--- src/rtl/frame_enc_pkg.sv ---
package frame_enc_pkg;
  localparam logic [7:0] FLG_NORMAL = 8'hAC;
  localparam logic [7:0] FLG_IDENT  = 8'hA1;
  localparam logic [7:0] FLG_CLOSE  = 8'hAD;
  localparam logic [7:0] FLG_ESC    = 8'hAE;
  localparam logic [7:0] FLG_NULL   = 8'hAF;
  localparam logic [2:0] RSV_TOP    = 3'b101;
  localparam logic [7:0] ESC_FLIP   = 8'h80;

  typedef enum logic [1:0] {
    RES_OK         = 2'd0,
    RES_TIMEOUT    = 2'd1,
    RES_DISCONNECT = 2'd2,
    RES_FAIL       = 2'd3
  } res_e;

  typedef enum logic [1:0] {ST_IDLE, ST_SEND, ST_FETCH, ST_DONE} st_e;
  typedef enum logic [1:0] {PH_OPEN, PH_DATA, PH_ESC, PH_CLOSE} ph_e;
endpackage

--- src/rtl/fenc_escape.sv ---
module fenc_escape
  import frame_enc_pkg::*;
(
  input  logic [7:0] byte_i,
  output logic       need_esc_o,
  output logic [7:0] first_o,
  output logic [7:0] second_o
);
  always_comb begin
    need_esc_o = (byte_i[7:5] == RSV_TOP);
    first_o    = need_esc_o ? FLG_ESC : byte_i;
    second_o   = byte_i ^ ESC_FLIP;
  end
endmodule

--- src/rtl/fenc_pacer.sv ---
module fenc_pacer
  import frame_enc_pkg::*;
#(
  parameter int STAT_W     = 32,
  parameter int SPACE_W    = 8,
  parameter int OVF_BIT    = 13,
  parameter int LINK_BIT   = 14,
  parameter int POLL_LIMIT = 50000
) (
  input  logic              clk_i,
  input  logic              rst_ni,
  input  logic              poll_en_i,
  input  logic [STAT_W-1:0] stat_i,
  output logic              go_o,
  output logic              abort_o,
  output res_e              code_o
);
  localparam int PC_W = $clog2(POLL_LIMIT + 1);

  logic [PC_W-1:0] poll_q;
  logic link, ovf, space, starved, expired;

  always_comb begin
    link    = stat_i[LINK_BIT];
    ovf     = stat_i[OVF_BIT];
    space   = |stat_i[SPACE_W-1:0];
    starved = !link && !ovf && !space;
    expired = starved && (poll_q == PC_W'(POLL_LIMIT - 1));
    go_o    = poll_en_i && !link && !ovf && space;
    abort_o = poll_en_i && (link || ovf || expired);
    // link error outranks overflow
    code_o  = link ? RES_DISCONNECT : (ovf ? RES_FAIL : RES_TIMEOUT);
  end

  always_ff @(posedge clk_i or negedge rst_ni) begin
    if (!rst_ni)                     poll_q <= '0;
    else if (!poll_en_i || !starved) poll_q <= '0;
    else                             poll_q <= poll_q + 1'b1;
  end

  assert_poll_bounded_R10: assert property (@(posedge clk_i) disable iff (!rst_ni)
    poll_q <= PC_W'(POLL_LIMIT));
endmodule

--- src/rtl/frame_tx_encoder.sv ---
module frame_tx_encoder
  import frame_enc_pkg::*;
#(
  parameter int MAX_PAYLOAD = 512,
  parameter int POLL_LIMIT  = 50000,
  parameter int WORD_BYTES  = 4,
  parameter int STAT_W      = 32,
  parameter int SPACE_W     = 8,
  parameter int OVF_BIT     = 13,
  parameter int LINK_BIT    = 14,
  localparam int WORD_W     = 8 * WORD_BYTES,
  localparam int CNT_W      = $clog2(2 * MAX_PAYLOAD + 3)
) (
  input  logic              clk_i,
  input  logic              rst_ni,
  input  logic              start_i,
  input  logic              open_sel_i,
  input  logic [7:0]        in_data_i,
  input  logic              in_valid_i,
  input  logic              in_last_i,
  output logic              in_ready_o,
  input  logic [STAT_W-1:0] stat_i,
  output logic              wr_o,
  output logic [WORD_W-1:0] wr_data_o,
  output logic              busy_o,
  output logic              done_o,
  output logic [1:0]        result_o,
  output logic [CNT_W-1:0]  count_o
);
  st_e        state_q;
  ph_e        phase_q;
  logic [7:0] cur_q, held_q;
  logic       last_q;
  res_e       res_q;
  logic [CNT_W-1:0] cnt_q;

  logic       esc_need;
  logic [7:0] esc_first, esc_second;
  logic       pace_go, pace_abort;
  res_e       pace_code;
  logic [WORD_W-1:0] word_next;

  fenc_escape u_esc (
    .byte_i     (in_data_i),
    .need_esc_o (esc_need),
    .first_o    (esc_first),
    .second_o   (esc_second)
  );

  fenc_pacer #(
    .STAT_W     (STAT_W),
    .SPACE_W    (SPACE_W),
    .OVF_BIT    (OVF_BIT),
    .LINK_BIT   (LINK_BIT),
    .POLL_LIMIT (POLL_LIMIT)
  ) u_pacer (
    .clk_i     (clk_i),
    .rst_ni    (rst_ni),
    .poll_en_i (state_q == ST_SEND),
    .stat_i    (stat_i),
    .go_o      (pace_go),
    .abort_o   (pace_abort),
    .code_o    (pace_code)
  );

  assign word_next[7:0] = cur_q;
  for (genvar g = 1; g < WORD_BYTES; g++) begin : g_pad
    assign word_next[8*g +: 8] = FLG_NULL;
  end

  assign in_ready_o = (state_q == ST_FETCH);
  assign busy_o     = (state_q != ST_IDLE);
  assign result_o   = res_q;
  assign count_o    = cnt_q;

  always_ff @(posedge clk_i or negedge rst_ni) begin
    if (!rst_ni) begin
      state_q   <= ST_IDLE;
      phase_q   <= PH_OPEN;
      cur_q     <= '0;
      held_q    <= '0;
      last_q    <= 1'b0;
      res_q     <= RES_OK;
      cnt_q     <= '0;
      wr_o      <= 1'b0;
      wr_data_o <= '0;
      done_o    <= 1'b0;
    end else begin
      wr_o   <= 1'b0;
      done_o <= 1'b0;
      unique case (state_q)
        ST_IDLE: if (start_i) begin
          cur_q   <= open_sel_i ? FLG_IDENT : FLG_NORMAL;
          phase_q <= PH_OPEN;
          last_q  <= 1'b0;
          cnt_q   <= '0;
          state_q <= ST_SEND;
        end
        ST_SEND: begin
          if (pace_abort) begin
            res_q   <= pace_code;
            state_q <= ST_DONE;
          end else if (pace_go) begin
            wr_o      <= 1'b1;
            wr_data_o <= word_next;
            cnt_q     <= cnt_q + 1'b1;
            unique case (phase_q)
              PH_OPEN: state_q <= ST_FETCH;
              PH_ESC: begin
                cur_q   <= held_q;
                phase_q <= PH_DATA;
              end
              PH_DATA: begin
                if (last_q) begin
                  cur_q   <= FLG_CLOSE;
                  phase_q <= PH_CLOSE;
                end else begin
                  state_q <= ST_FETCH;
                end
              end
              PH_CLOSE: begin
                res_q   <= RES_OK;
                state_q <= ST_DONE;
              end
            endcase
          end
        end
        ST_FETCH: if (in_valid_i) begin
          last_q  <= in_last_i;
          held_q  <= esc_second;
          cur_q   <= esc_first;
          phase_q <= esc_need ? PH_ESC : PH_DATA;
          state_q <= ST_SEND;
        end
        ST_DONE: begin
          done_o  <= 1'b1;
          state_q <= ST_IDLE;
        end
        default: state_q <= ST_IDLE;
      endcase
    end
  end

  assert_write_needs_space_R7: assert property (@(posedge clk_i) disable iff (!rst_ni)
    wr_o |-> ($past(stat_i[SPACE_W-1:0]) != '0));
  assert_link_blocks_write_R8: assert property (@(posedge clk_i) disable iff (!rst_ni)
    wr_o |-> !$past(stat_i[LINK_BIT]));
  assert_ovf_blocks_write_R9: assert property (@(posedge clk_i) disable iff (!rst_ni)
    wr_o |-> !$past(stat_i[OVF_BIT]));
  assert_done_pulse_R5: assert property (@(posedge clk_i) disable iff (!rst_ni)
    done_o |=> !done_o);
  assert_pad_lanes_R6: assert property (@(posedge clk_i) disable iff (!rst_ni)
    wr_o |-> (wr_data_o[WORD_W-1:8] == {(WORD_BYTES-1){FLG_NULL}}));
  assert_timeout_starved_R10: assert property (@(posedge clk_i) disable iff (!rst_ni)
    (done_o && res_q == RES_TIMEOUT) |-> ($past(stat_i[SPACE_W-1:0], 2) == '0));
  assert_ready_no_write_R11: assert property (@(posedge clk_i) disable iff (!rst_ni)
    in_ready_o |-> !busy_o == 1'b0);
endmodule

--- config.mk ---
export PLATFORM = sky130hd
export DESIGN_NAME = frame_tx_encoder
export DESIGN_NICKNAME = d
export VERILOG_FILES = /design/src/rtl/frame_enc_pkg.sv /design/src/rtl/fenc_escape.sv /design/src/rtl/fenc_pacer.sv /design/src/rtl/frame_tx_encoder.sv
export SDC_FILE = /design/constraint.sdc
export NUM_CORES = 1
export LEC_CHECK = 0
export BUFFER_PORTS_ARGS = -buffer_cell sky130_fd_sc_hd__buf_4
export CORE_ASPECT_RATIO = 1.2
export CORE_MARGIN = 2
export CORE_UTILIZATION = 35
export DETAILED_ROUTE_END_ITERATION = 16
export GPL_ROUTABILITY_DRIVEN = 0
export HOLD_SLACK_MARGIN = 0.08
export SYNTH_ARGS = -nofsm -noshare
export SYNTH_HDL_FRONTEND = slang
export SYNTH_HIERARCHICAL = 1
export SYNTH_SLANG_ARGS = --single-unit
--- constraint.sdc ---
create_clock -name clk_i -period 5.1 [get_ports clk_i]
set_clock_uncertainty 0.2 [all_clocks]
set_input_delay 0 -clock clk_i [delete_from_list [all_inputs] [get_ports clk_i]]
set_output_delay 0 -clock clk_i [all_outputs]
set_load 0.02 [all_outputs]
## Yosys cells after proc, flatten, opt, wreduce, memory -nomap -nowiden

Index checks and enable logic that the tools add are counted.
Widths: inputs -> output; s select.

- Flip-flop bits (word level): 61
- Bits of input ports: 46
- Word-level logic and storage cells: 104

- Reduce and logical (&&, ||, !) cells: 31
- Add/sub/neg operators: 2
- Muxes and demuxes: 41
- Equal/unequal tests: 17
- Bitwise operators: 2

Operators with widths:

| cell | number |
|---|---|
| $mux 8 | 6 |
| $mux 11 | 3 |
| $mux 2 | 16 |
| $pmux 8 s3 | 1 |
| $pmux 11 s2 | 1 |
| $add 16x1->16 const B | 1 |
| $eq 16x16->1 const B | 1 |
| $mux 16 | 1 |
| $pmux 8 s2 | 1 |
| $pmux 2 s3 | 2 |
| $add 11x1->11 const B | 1 |
| $reduce_bool 2->1 | 5 |
| $ne 3x3->1 const B | 3 |
| $reduce_and 3->1 | 3 |
| $eq 2x2->1 const B | 4 |
| $ne 2x2->1 const B | 4 |
| $pmux 2 s4 | 1 |
| $reduce_or 8->1 | 1 |
| $logic_and 1x1->1 | 7 |
| $reduce_and 7->1 | 1 |
| $mux 1 | 6 |
| $logic_not 1->1 | 5 |
| $ne 5x5->1 const B | 1 |
| $reduce_and 5->1 | 1 |
| 12 further kinds | 17 |

## Longest topological paths before layout

Gate-level depths: netlist (run 1).

- Depth in word-level cells: 8
- Depth in mapped cells: 12
- Mapped depth without buffers: 11

## Modules after synthesis

The synthesis (run 1) kept the hierarchy.

By module, submodules not included:

| module | times used | area each (um^2) | cells each |
|---|---|---|---|
| frame_tx_encoder | 1 | 2404.8 | 238 |
| fenc_pacer | 1 | 860.8 | 90 |
| fenc_escape | 1 | 125.1 | 18 |

## Worst setup path before layout (run 1)

No wires, ideal clock.

- Path kind: reg2reg
- Start point: register state_q[1]
- End point: register wr_data_o[0]
- Buffers on the path: 1
- Arrival time: 2229 ps
- Stages on the path, launching flop included: 12
- Clock period less this slack: 2547 ps
- Setup slack: 2553 ps
- Cells stage by stage: dfrtp_1 inv_1 ha_1 nand2_1 nor4_1 nand3_1 o2bb2ai_1 nand3b_1 clkbuf_1 clkinv_1 nand2_1 nand2_1

RTL lines:

| item | RTL line | RTL |
|---|---|---|
| start, declared | frame_tx_encoder.sv:30 | `st_e state_q;` |
| start signal, assigned | frame_tx_encoder.sv:78 | `state_q <= ST_IDLE;` |
| start signal, assigned | frame_tx_encoder.sv:97 | `state_q <= ST_SEND;` |
| start signal, assigned | frame_tx_encoder.sv:102 | `state_q <= ST_DONE;` |
| $eq 2x1->1 | frame_tx_encoder.sv:59 | `.poll_en_i (state_q == ST_SEND),` |
| $logic_and 1x1->1 | fenc_pacer.sv:30 | `abort_o = poll_en_i && (link \|\| ovf \|\| expired);` |
| net pace_abort | frame_tx_encoder.sv:39 | `logic pace_go, pace_abort;` |
| $not 1->1 (no line) | - |  |
| $reduce_and 3->1 (no line) | - |  |
| end signal, assigned | frame_tx_encoder.sv:105 | `wr_data_o <= word_next;` |
| end, declared | frame_tx_encoder.sv:24 | `output logic [WORD_W-1:0] wr_data_o,` |

The timed path passes the listed nets, and every way through them passes these cells.
A chain may end at the register's enable or synchronous reset.

## Worst setup path after layout (run 1)

- Start point: register state_q[1]
- End point: register cnt_q[5], in the netlist count_o[5]

RTL lines:

| item | RTL line | RTL |
|---|---|---|
| $eq 2x1->1 | frame_tx_encoder.sv:59 |  |
| $logic_and 1x1->1 | fenc_pacer.sv:30 |  |
| net pace_abort | frame_tx_encoder.sv:39 |  |
| $ne 2x2->1 (no line) | - |  |
| $reduce_and 4->1 (no line) | - |  |
| end signal, assigned | frame_tx_encoder.sv:106 | `cnt_q <= cnt_q + 1'b1;` |
| end, declared | frame_tx_encoder.sv:35 | `logic [CNT_W-1:0] cnt_q;` |

The timed path passes the listed nets, and every way through them passes these cells.

==> reports/metrics.yaml, run 1 <==
run_status:
  status: "finished clean"
setup_path:
  startpoint_type: "flop"
  cp-end-kind: "flop"
  crit_type: "flop to flop"
  critPathRequiredTime_ps: 5110
  path_max_fanout: 28
  crit_arrival_ps: 3400
route:
  via_per_inst: 4.791
  drcViolationCount: 0
  first_pass_iters: 4
  avgRoutedWirePerCell_um: 12.81
  postRouteWirelength_um: 6802
  num_vias: 2544
  first_iter_violations: 125
  drtAntennaViolNets: 0
synth:
  avgSynthCellArea_um2: 9.800
  yosysSeqAreaShare: 0.4502
  ys_seq_elements: 61
  synth_cells: 346
  ys.flop_type: "dfrtp_1"
  netlist_area_mm2: 0.003391
  yosys_warnings: 6
  synth.distinct_cells: 56
  synth-edff-count: 0
  synthArstFlopShare: 1.000
finish:
  fin_area_mm2: 0.004268
  areaGrowthSynthToFinish_pct: 25.87
  nets: 457
  stdcell_count: 531
  drive_above_1_share: 0.2525
  diodes: 0
cts:
  cts-root-buf: "clkbuf_16"
  cts.sinks: 61
  cts_max_level: 3
  clkSlewWorstSetupHoldPaths_ps: 50
  cts_tree: "done"
  clk_latency_ps: 330
  postCtsSetupBuffers: 0
  ctsHoldBuffers: 16
  cts_buffers: 9
  clockBufferDepth: 2
  cts_resized: 0
global_routing:
  first_global_vias: 2456
  grt_start_max_net_pins: 62
  antenna_found_initial: 0
  met1_usage: 0.1692
  met2_usage: 0.2257
  met3_usage: 0.04398
  track_usage: 0.1393
  grt_pass1_wl_um: 11550
  gr-total-overflow: 0
  busiest_layer: "met2"
power:
  irDropWorstVdd_mv: 0.1897
  powerDensity_mw_per_mm2: 558.3
  p_leak_nw: 1.947
timing:
  rsz0062_at_grt: "no"
  finalMaxSlewViolations: 0
  final.setup.tns_ps: 0
  hold_viol: 0
  worst_slew_pin_slew_ps: 778.8
  finalSetupViolations: 0
  fin_crit_sh: 0.6650
  fin_crit_ps: 3391
  max_freq_ghz: 0.2949
  slew_headroom: 0.4808
flow_run:
  cap_violations: 0
floorplanning:
  die_area_mm2: 0.01049
  die_x_um: 93.85
  row_count: 39
  ios: 95
  die_h_um: 111.8
  start_util: 0.3582
  fp.coreArea_mm2: 0.009467
place:
  detailed_place_hpwl_um: 4720
  port_buffers: 66
  placed_area_mm2: 0.003794
  placed_cells: 500
worst_hold_path:
  holdCritPathClass: "input port to asynchronous set/reset pin"
[critical path, cell delays in order, from the launching register on]
cell and delay [ps]:
dfrtp_1 400, inv_1 110, ha_1 150, buf_4 290, nand2_1 90, nor4_1 200
nand3_1 140, o2bb2ai_1 140, buf_4 160, nand3b_1 370, a21o_1 560, nor3_1 110
a21o_1 180, a22o_1 180
[synthesized netlist by cell type (3+ instances only)]
master	n	area share
dfrtp_1	61	0.45
nand2_1	48	0.053
buf_4	30	0.066
nor2_1	22	0.024
inv_1	13	0.014
xnor2_1	12	0.031
nand3_1	11	0.016
mux2_2	10	0.033
nor3_1	10	0.015
o21ai_0	10	0.015
clkbuf_1	9	0.010
nand2b_1	9	0.017
mux2_1	8	0.027
nor2b_1	8	0.015
ha_1	7	0.026
nor4_1	7	0.013
nand4_1	6	0.011
a21o_1	5	0.011
a22o_1	5	0.013
xor2_1	4	0.010
a21oi_1	3	0.0044
a22oi_1	3	0.0066
a31oi_1	3	0.0055
a32oi_1	3	0.0078
mux2i_1	3	0.0089
[power breakdown]
group,total [mW],switching [mW],internal (mW)
Combinational,1.00,0.545,0.455
Clock,0.639,0.204,0.435
Sequential,0.743,0.116,0.627
[layer usage]
metal | vias to the layer above | wire length [um]
li1 | 1272 | -
met1 | 1202 | 3055
met2 | 60 | 3297
met3 | 10 | 303
met4 | 0 | 146
met5 | - | 0
[state kept, by name, indices dropped and copies added (netlist names)]
register and count:
phase_q 2, done_o 1, wr_o 1, cur_q 8
held_q 8, u_pacer/poll_q 16, state_q 2, count_o 11
result_o 2, wr_data_o 9, last_q 1
[metrics by stage]
stage               total power, mW  utilization  hold WS (ps)  setup slack (ps)
floorplan                     1.487            -        -495.6              2553
global placement              1.727       0.4007        -69.47              1727
detailed placement            1.751       0.4007        -66.40              1694
CTS                           2.416       0.4508         115.6              1692
global route                  2.557       0.4508         169.9              1397
finish                        2.383       0.4508         88.85              1709
[cells in the final DEF, fill, tap and decap left out, types with 4 or more instances in the layout]
cell / synthesis / layout
xor2_1: 4 / 4
nand2b_1: 9 / 9
nor3_1: 10 / 10
nor2b_1: 8 / 8
nand2_1: 48 / 48
nor2_1: 22 / 22
dlygate4sd3_1: 0 / 16
inv_1: 13 / 13
nand3_1: 11 / 11
o21ai_0: 10 / 10
dfrtp_1: 61 / 61
buf_4: 30 / 68
clkbuf_16: 0 / 9
ha_1: 7 / 7
mux2_1: 8 / 8
nand4_1: 6 / 6
mux2_2: 10 / 10
a22o_1: 5 / 5
nor4_1: 7 / 7
a21o_1: 5 / 5
xnor2_1: 12 / 12
conb_1: 1 / 6
[logic make-up after synthesis]
logic type | Yosys count | synth area share
and+or+nand+nor | 139 | 0.2159
DFF | 61 | 0.4502
buffers and inverters | 57 | 0.09926
AOI/OAI and AO/OA | 44 | 0.09779
muxes | 21 | 0.06864
xor gates and xnor gates | 16 | 0.04133
adders and majority gates | 7 | 0.02583
other | 1 | 0.001106
[layout make-up]
class                      count  area (um^2)
sequential                    61         1526
clock inverter                 5        75.07
clock buffer                  10        239.0
fill                         930         5199
multi-input combinational    233         1546
tap                          123        153.9
timing repair buffer          84        670.6
inverter                      15        56.30
[worst paths after layout]
kind / slack [ps] / to / from / cells after the start
worst max-delay path: 1710 / count_o[5]$_DFFE_PN0P_ / state_q[1]$_DFFE_PN0P_ / 13
worst min-delay path: 90 / u_pacer/poll_q[3]$_DFF_PN0_ / rst_ni / 2
worst max register to register: 1710 / count_o[5]$_DFFE_PN0P_ / state_q[1]$_DFFE_PN0P_ / 13
worst min register to register: 270 / wr_data_o[4]$_DFFE_PN0P_ / cur_q[4]$_DFFE_PN0P_ / 2
max in group asynchronous: 4090 / wr_data_o[5]$_DFFE_PN0P_ / rst_ni / 2
min in group clk_i: 180 / u_pacer/poll_q[1]$_DFF_PN0_ / stat_i[2] / 4
Power figures use the tool's default switching activity.
==> inputs of run 2 (changes only) <==
- clock period: 5.1 -> 3.5 ns (I/O delays scaled with it)
==> reports/metrics.yaml, run 2 (synthesis gave the netlist of run 1 again) <==
run_status:
  status: "finished clean"
route:
  first_pass_iters: 4  # unchanged
  num_vias: 2577  # +1.3%
  via_per_inst: 4.835  # +0.92%
  postRouteWirelength_um: 6883  # +1.2%
  avgRoutedWirePerCell_um: 12.91  # +0.81%
  drtAntennaViolNets: 0  # unchanged
  drcViolationCount: 0  # unchanged
  first_iter_violations: 104  # -17%
power:
  powerDensity_mw_per_mm2: 833.3  # +49%
  p_leak_nw: 1.969  # +1.1%
  irDropWorstVdd_mv: 0.3656  # +93%
setup_path:
  cp-end-kind: "flop"
  regToRegSetupSlack_ps: 590  # -1120 ps
  critPathRequiredTime_ps: 3510  # -1600 ps
  reg2reg_depth: 11  # -2
  cp_top_family: "compound AO/OA/AOI/OAI gates"
  crit_path_top_delay_cell: "a21o_1"
  startpoint_type: "flop"
  path_buf_inv: 1  # -2
  crit_path_end: "count_o[7]$_DFFE_PN0P_"
  r2r-end: "count_o[7]$_DFFE_PN0P_"
  crit_type: "flop to flop"
  path_cells: "ha_1 > nand3_1 > nor4_1 > nand3_1 > o2bb2ai_1 > nand3b_1 > buf_4 > a21o_1 > nor3_1 > a21o_1 > a22o_1"
  cp.depth: 11  # -2
  path_max_fanout: 20  # -29%
  critPathMaxStageDelay_ps: 500  # -60 ps
  r2r_start: "u_pacer/poll_q[0]$_DFF_PN0_"
  crit_arrival_ps: 2920  # -480 ps
  cp-startpoint: "u_pacer/poll_q[0]$_DFF_PN0_"
finish:
  layout_commonest_cell: "buf_4"
  largest_reg_flops: 16  # unchanged
  fillers: 908  # -2.4%
  largest_register: "u_pacer/poll_q"
  stdcell_count: 533  # +0.38%
  drive_above_1_share: 0.2537  # +0.001208
  nets: 458  # +0.22%
  diodes: 0  # unchanged
  layout_common_cells: "69 x buf_4, 61 x dfrtp_1, 48 x nand2_1"
  areaGrowthSynthToFinish_pct: 27.45
global_routing:
  track_usage: 0.1408  # +0.001421
  grt_start_max_net_pins: 62  # unchanged
  antenna_found_initial: 0  # unchanged
  gr-total-overflow: 0  # unchanged
  grt_pass1_wl_um: 11730  # +1.6%
  first_global_vias: 2523  # +2.7%
timing:
  fin_ws_ps: 591.0  # -1118 ps
  rsz0062_at_grt: "no"
  finalSetupViolations: 0  # unchanged
  max_freq_ghz: 0.3438  # +17%
  worst_slew_pin_slew_ps: 791.5  # +12.77 ps
  fin_crit_ps: 2909  # -482.3 ps
  final.setup.tns_ps: 0  # unchanged
  slew_headroom: 0.4723  # -0.008511
  hold_ws_ps: 98.93  # +10.08 ps
  fin_crit_sh: 0.8311  # +0.1662
  hold_viol: 0  # unchanged
  finalMaxSlewViolations: 0  # unchanged
cts:
  clk_latency_ps: 330  # about the same
  cts-root-buf: "clkbuf_16"
  ctsHoldBuffers: 16  # unchanged
  clockBufferDepth: 2  # unchanged
  postCtsSetupBuffers: 0  # unchanged
  cts_max_level: 3  # unchanged
  cts_buffers: 9  # unchanged
  clkSlewWorstSetupHoldPaths_ps: 50  # about the same
  cts_tree: "done"
  cts.sinks: 61  # unchanged
  cts_resized: 0  # unchanged
place:
  place_ws_ps: 565.0  # -1129 ps
  detailed_place_hpwl_um: 4859  # +3.0%
  port_buffers: 66  # unchanged
  placed_cells: 501  # +0.20%
worst_hold_path:
  holdCritPathClass: "input port to asynchronous set/reset pin"
floorplanning:
  ios: 95  # unchanged
  die_h_um: 111.8  # unchanged
  die_x_um: 93.85  # unchanged
  row_count: 39  # unchanged
  start_util: 0.3582  # unchanged
  fp.coreArea_mm2: 0.009467  # unchanged
  die_area_mm2: 0.01049  # unchanged
flow_run:
  cap_violations: 0  # unchanged
run 2: cell types whose count changed in the layout (fill, tap and decap cells not counted), sizes merged:
cell	delta
buf	+1
bufinv	+1
clkbuf	+3
clkinv	-3
run 2: area by class of cell:
type / instances / area, um^2 / share of cell area
multi-input cells: 233 / 1546 / 0.3578
clock inverters: 3 / 90.09 / 0.02085
well taps: 123 / 153.9 / 0.03561
inverters: 15 / 56.30 / 0.01303
flip-flops and latches: 61 / 1526 / 0.3532
clock buffers: 13 / 270.3 / 0.06254
repair buffers: 85 / 678.2 / 0.1569
run 2: worst min path at each step:
| stage | from | endpoint | slack (ps) | cells past startpoint |
|---|---|---|---|---|
| floorplan | rst_ni | count_o[0]$_DFFE_PN0P_ | -500 | 0 |
| global placement | rst_ni | u_pacer/poll_q[0]$_DFF_PN0_ | -70 | 1 |
| detailed placement | rst_ni | u_pacer/poll_q[3]$_DFF_PN0_ | -60 | 1 |
| CTS | rst_ni | u_pacer/poll_q[3]$_DFF_PN0_ | 130 | 2 |
| global route | rst_ni | u_pacer/poll_q[3]$_DFF_PN0_ | 190 | 2 |
| finish | rst_ni | u_pacer/poll_q[3]$_DFF_PN0_ | 100 | 2 |
run 2: routing by layer:
layer  global-route usage  vias up  part of all wire
li1                     -     1273                 -
met1               0.1718     1228              0.44
met2               0.2324       63              0.49
met3              0.02706       13             0.041
met4              0.07536        0             0.025
met5                    0        -                 0
run 2: power by group:
| group | switching (mW) | internal [mW] |
|---|---|---|
| sequential | 0.167 | 0.914 |
| clock | 0.308 | 0.754 |
| combinational | 0.792 | 0.667 |
| total | 1.27 | 2.33 |
run 2: through the flow:
step	power, mW	util	cell area [um^2]
finish	3.601	0.4565	4322
global route	3.849	0.4565	4322
CTS	3.646	0.4565	4322
detailed placement	2.551	0.4015	3801
global placement	2.521	0.4015	3801
floorplan	2.167	-	3410
==> inputs of run 3 (changes only) <==
- ABC_AREA: default -> 1
- clock period: 3.5 -> 2.95 ns (I/O delays scaled with it)
==> reports/metrics.yaml, run 3 <==
timing:
  finalMaxSlewViolations: 0  # unchanged
  worst_slew_pin_slew_ps: 797.1  # +5.535 ps
  slew_headroom: 0.4686  # -0.003690
  hold_viol: 0  # unchanged
  rsz0062_at_grt: "no"
  fin_crit_sh: 0.9120
  fin_crit_ps: 2690
  final.setup.tns_ps: 0  # unchanged
  finalSetupViolations: 0  # unchanged
  hold_ws_ps: 101.8  # +2.826 ps
  max_freq_ghz: 0.3717
  fin_ws_ps: 259.6  # -331.4 ps
finish:
  drive_above_1_share: 0.2246  # -0.02902
  largest_reg_flops: 16  # unchanged
  largest_register: "u_pacer/poll_q"
  fillers: 974  # +7.3%
  nets: 600  # +31%
  layout_common_cells: "152 x nand2_1, 67 x buf_4, 61 x dfrtp_1"
  fin_area_mm2: 0.004494  # +4.0%
  utilization: 0.4468  # -0.009750
  stdcell_count: 678  # +27%
  layout_commonest_cell: "nand2_1"
  diodes: 0  # unchanged
  areaGrowthSynthToFinish_pct: 23.39
setup_path:
  startpoint_type: "input port"
  r2r-end: "count_o[5]$_DFFE_PN0P_"
  r2r_start: "state_q[1]$_DFFE_PN0P_"
  path_buf_inv: 4  # +3
  regToRegSetupSlack_ps: 430  # -160 ps
  cp-end-kind: "flop"
  path_max_fanout: 21  # +5.0%
  crit_type: "input port to flop"
  path_cells: "dlygate4sd3_1 > buf_4 > nor2_1 > dlygate4sd3_1 > nand2_1 > nor2_4 > nor3_1 > inv_1 > nand2_4 > nand2_1 > nor2_4 > nand2_1 > nand2_1 > nor2_1"
  critPathRequiredTime_ps: 2970  # -540 ps
  crit_path_frequent_cell: "nand2_1"
  reg2reg_depth: 11  # unchanged
  crit_path_top_delay_cell: "dlygate4sd3_1"
  cp_top_family: "simple AND/OR/NAND/NOR gates"
  critPathMaxStageDelay_ps: 550  # +50 ps
  crit_arrival_ps: 2710  # -210 ps
synth:
  synth_common_cells: "152 x nand2_1, 61 x dfrtp_1, 58 x nor2_1"
  ys.flop_type: "dfrtp_1"
  yosys-top-cells-area: "dfrtp_1 42%, nand2_1 16%, buf_4 6.4%"
  synth.distinct_cells: 32  # -43%
  synth-edff-count: 0  # unchanged
  ys_seq_elements: 61  # unchanged
  avgSynthCellArea_um2: 7.494  # -24%
  netlist.area_leader.share: 0.4191  # -0.03108
  synth_largest_area_cell: "dfrtp_1"
  yosys_warnings: 6  # unchanged
  yosysMostFrequentCell: "nand2_1"
  synth_cells: 486  # +40%
  netlist_area_mm2: 0.003642  # +7.4%
  yosysSeqAreaShare: 0.4191  # -0.03108
  synthArstFlopShare: 1.000  # unchanged
place:
  placed_cells: 642  # +28%
  place_ws_ps: 402.2  # -162.8 ps
  placed_area_mm2: 0.004013  # +5.6%
  detailed_place_hpwl_um: 5548  # +14%
  port_buffers: 66  # unchanged
global_routing:
  met2_usage: 0.2509  # +0.01854
  met1_usage: 0.1714  # -0.0004847
  track_usage: 0.1421  # +0.001310
  antenna_found_initial: 0  # unchanged
  gr-total-overflow: 0  # unchanged
  busiest_layer: "met2"
  first_global_vias: 2866  # +14%
  grt_pass1_wl_um: 13030  # +11%
  met3_usage: 0.02895  # +0.001887
  grt_start_max_net_pins: 62  # unchanged
power:
  p_leak_nw: 2.267  # +15%
  power_mw: 3.960  # +10%
  irDropWorstVdd_mv: 0.4856  # +33%
  power.internal_mw: 2.294  # -1.7%
  switchingPower_mw: 1.666  # +32%
  swShare: 0.4207  # +0.06892
  clkPwrFrac: 0.242  # -0.053
  powerDensity_mw_per_mm2: 881.1  # +5.7%
  p_seq_frac: 0.310  # +0.010
  combinationalPowerShare: 0.449  # +0.044
route:
  via_per_inst: 4.525  # -6.4%
  avgRoutedWirePerCell_um: 11.28  # -13%
  first_iter_violations: 92  # -12%
  drcViolationCount: 0  # unchanged
  first_pass_iters: 4  # unchanged
  num_vias: 3068  # +19%
  postRouteWirelength_um: 7649  # +11%
  drtAntennaViolNets: 0  # unchanged
floorplanning:
  start_util: 0.3621  # +0.003883
  die_area_mm2: 0.01124  # +7.1%
  row_count: 40  # +2.6%
  die_x_um: 97.13  # +3.5%
  fp.coreArea_mm2: 0.01006  # +6.3%
  ios: 95  # unchanged
  die_h_um: 115.8  # +3.5%
cts:
  clk_latency_ps: 330  # about the same
  cts_max_level: 3  # unchanged
  cts.sinks: 61  # unchanged
  cts_buffers: 9  # unchanged
  cts_tree: "done"
  postCtsSetupBuffers: 0  # unchanged
  cts-root-buf: "clkbuf_16"
  clkSlewWorstSetupHoldPaths_ps: 60  # about the same
  clockBufferDepth: 2  # unchanged
worst_hold_path:
  holdCritPathClass: "input port to asynchronous set/reset pin"
run_status:
  status: "finished clean"
flow_run:
  cap_violations: 0  # unchanged
[run 3: cell count changes after synthesis, sizes merged, moves of 11 or more]
cell	previous run	this run
nand2	49	160
xnor2	12	0
nor2	22	68
mux2	18	7
inv	14	58
nand3	11	27
[run 3: layout make-up]
class / instances / area, um^2 / share of cell area
Clock buffer: 9 / 225.2 / 0.05011
Clock inverter: 7 / 50.05 / 0.01114
Multi-Input combinational cell: 330 / 1614 / 0.3591
Inverter: 58 / 217.7 / 0.04844
Timing Repair Buffer: 87 / 703.2 / 0.1565
Sequential cell: 61 / 1526 / 0.3396
Tap cell: 126 / 157.7 / 0.03508
[run 3: power groups by stage]
| stage | logic [mW] | registers, mW | clock network, mW |
|---|---|---|---|
| after floorplan | 1.35 | 1.30 | 0 |
| after global placement | 1.74 | 1.23 | 0 |
| after detailed placement | 1.76 | 1.24 | 0 |
| after CTS | 1.79 | 1.23 | 0.988 |
| after global routing | 1.97 | 1.26 | 1.02 |
| final | 1.78 | 1.23 | 0.957 |
[run 3: cell families after synthesis]
| group | after synthesis | synth area share |
|---|---|---|
| DFF | 61 | 0.4191 |
| xor gates and xnor gates | 1 | 0.002405 |
| and+or+nand+nor | 274 | 0.3288 |
| other | 1 | 0.001030 |
| adders and majority gates | 7 | 0.02405 |
| muxes | 7 | 0.02164 |
| AOI/OAI and AO/OA | 35 | 0.05840 |
| buffers and inverters | 100 | 0.1446 |
[run 3: how the worst max path moves through the flow]
stage	start	end	slack, ps	cells past startpoint
finish	stat_i[0]	count_o[5]$_DFFE_PN0P_	260	14
global route	stat_i[0]	count_o[9]$_DFFE_PN0P_	10	14
CTS	stat_i[0]	cur_q[3]$_DFFE_PN0P_	200	15
detailed placement	u_pacer/poll_q[0]$_DFF_PN0_	wr_data_o[6]$_DFFE_PN0P_	400	9
global placement	u_pacer/poll_q[0]$_DFF_PN0_	wr_data_o[7]$_DFFE_PN0P_	430	9
floorplan	u_pacer/poll_q[0]$_DFF_PN0_	phase_q[1]$_DFFE_PN0P_	890	12
[run 3: per-layer routing]
| metal | wire, um | part of all wire |
|---|---|---|
| met5 | 0 | 0 |
| met3 | 277 | 0.036 |
| met4 | 127 | 0.017 |
| met2 | 3888 | 0.51 |
| met1 | 3355 | 0.44 |
[run 3: what timing repair did]
action | 4_1_cts | 5_1_grt
setup endpoints to repair | 0 | 11
resized for setup | 0 | 2
hold endpoints to repair | 99 | 0
hold buffers | 20 | 0
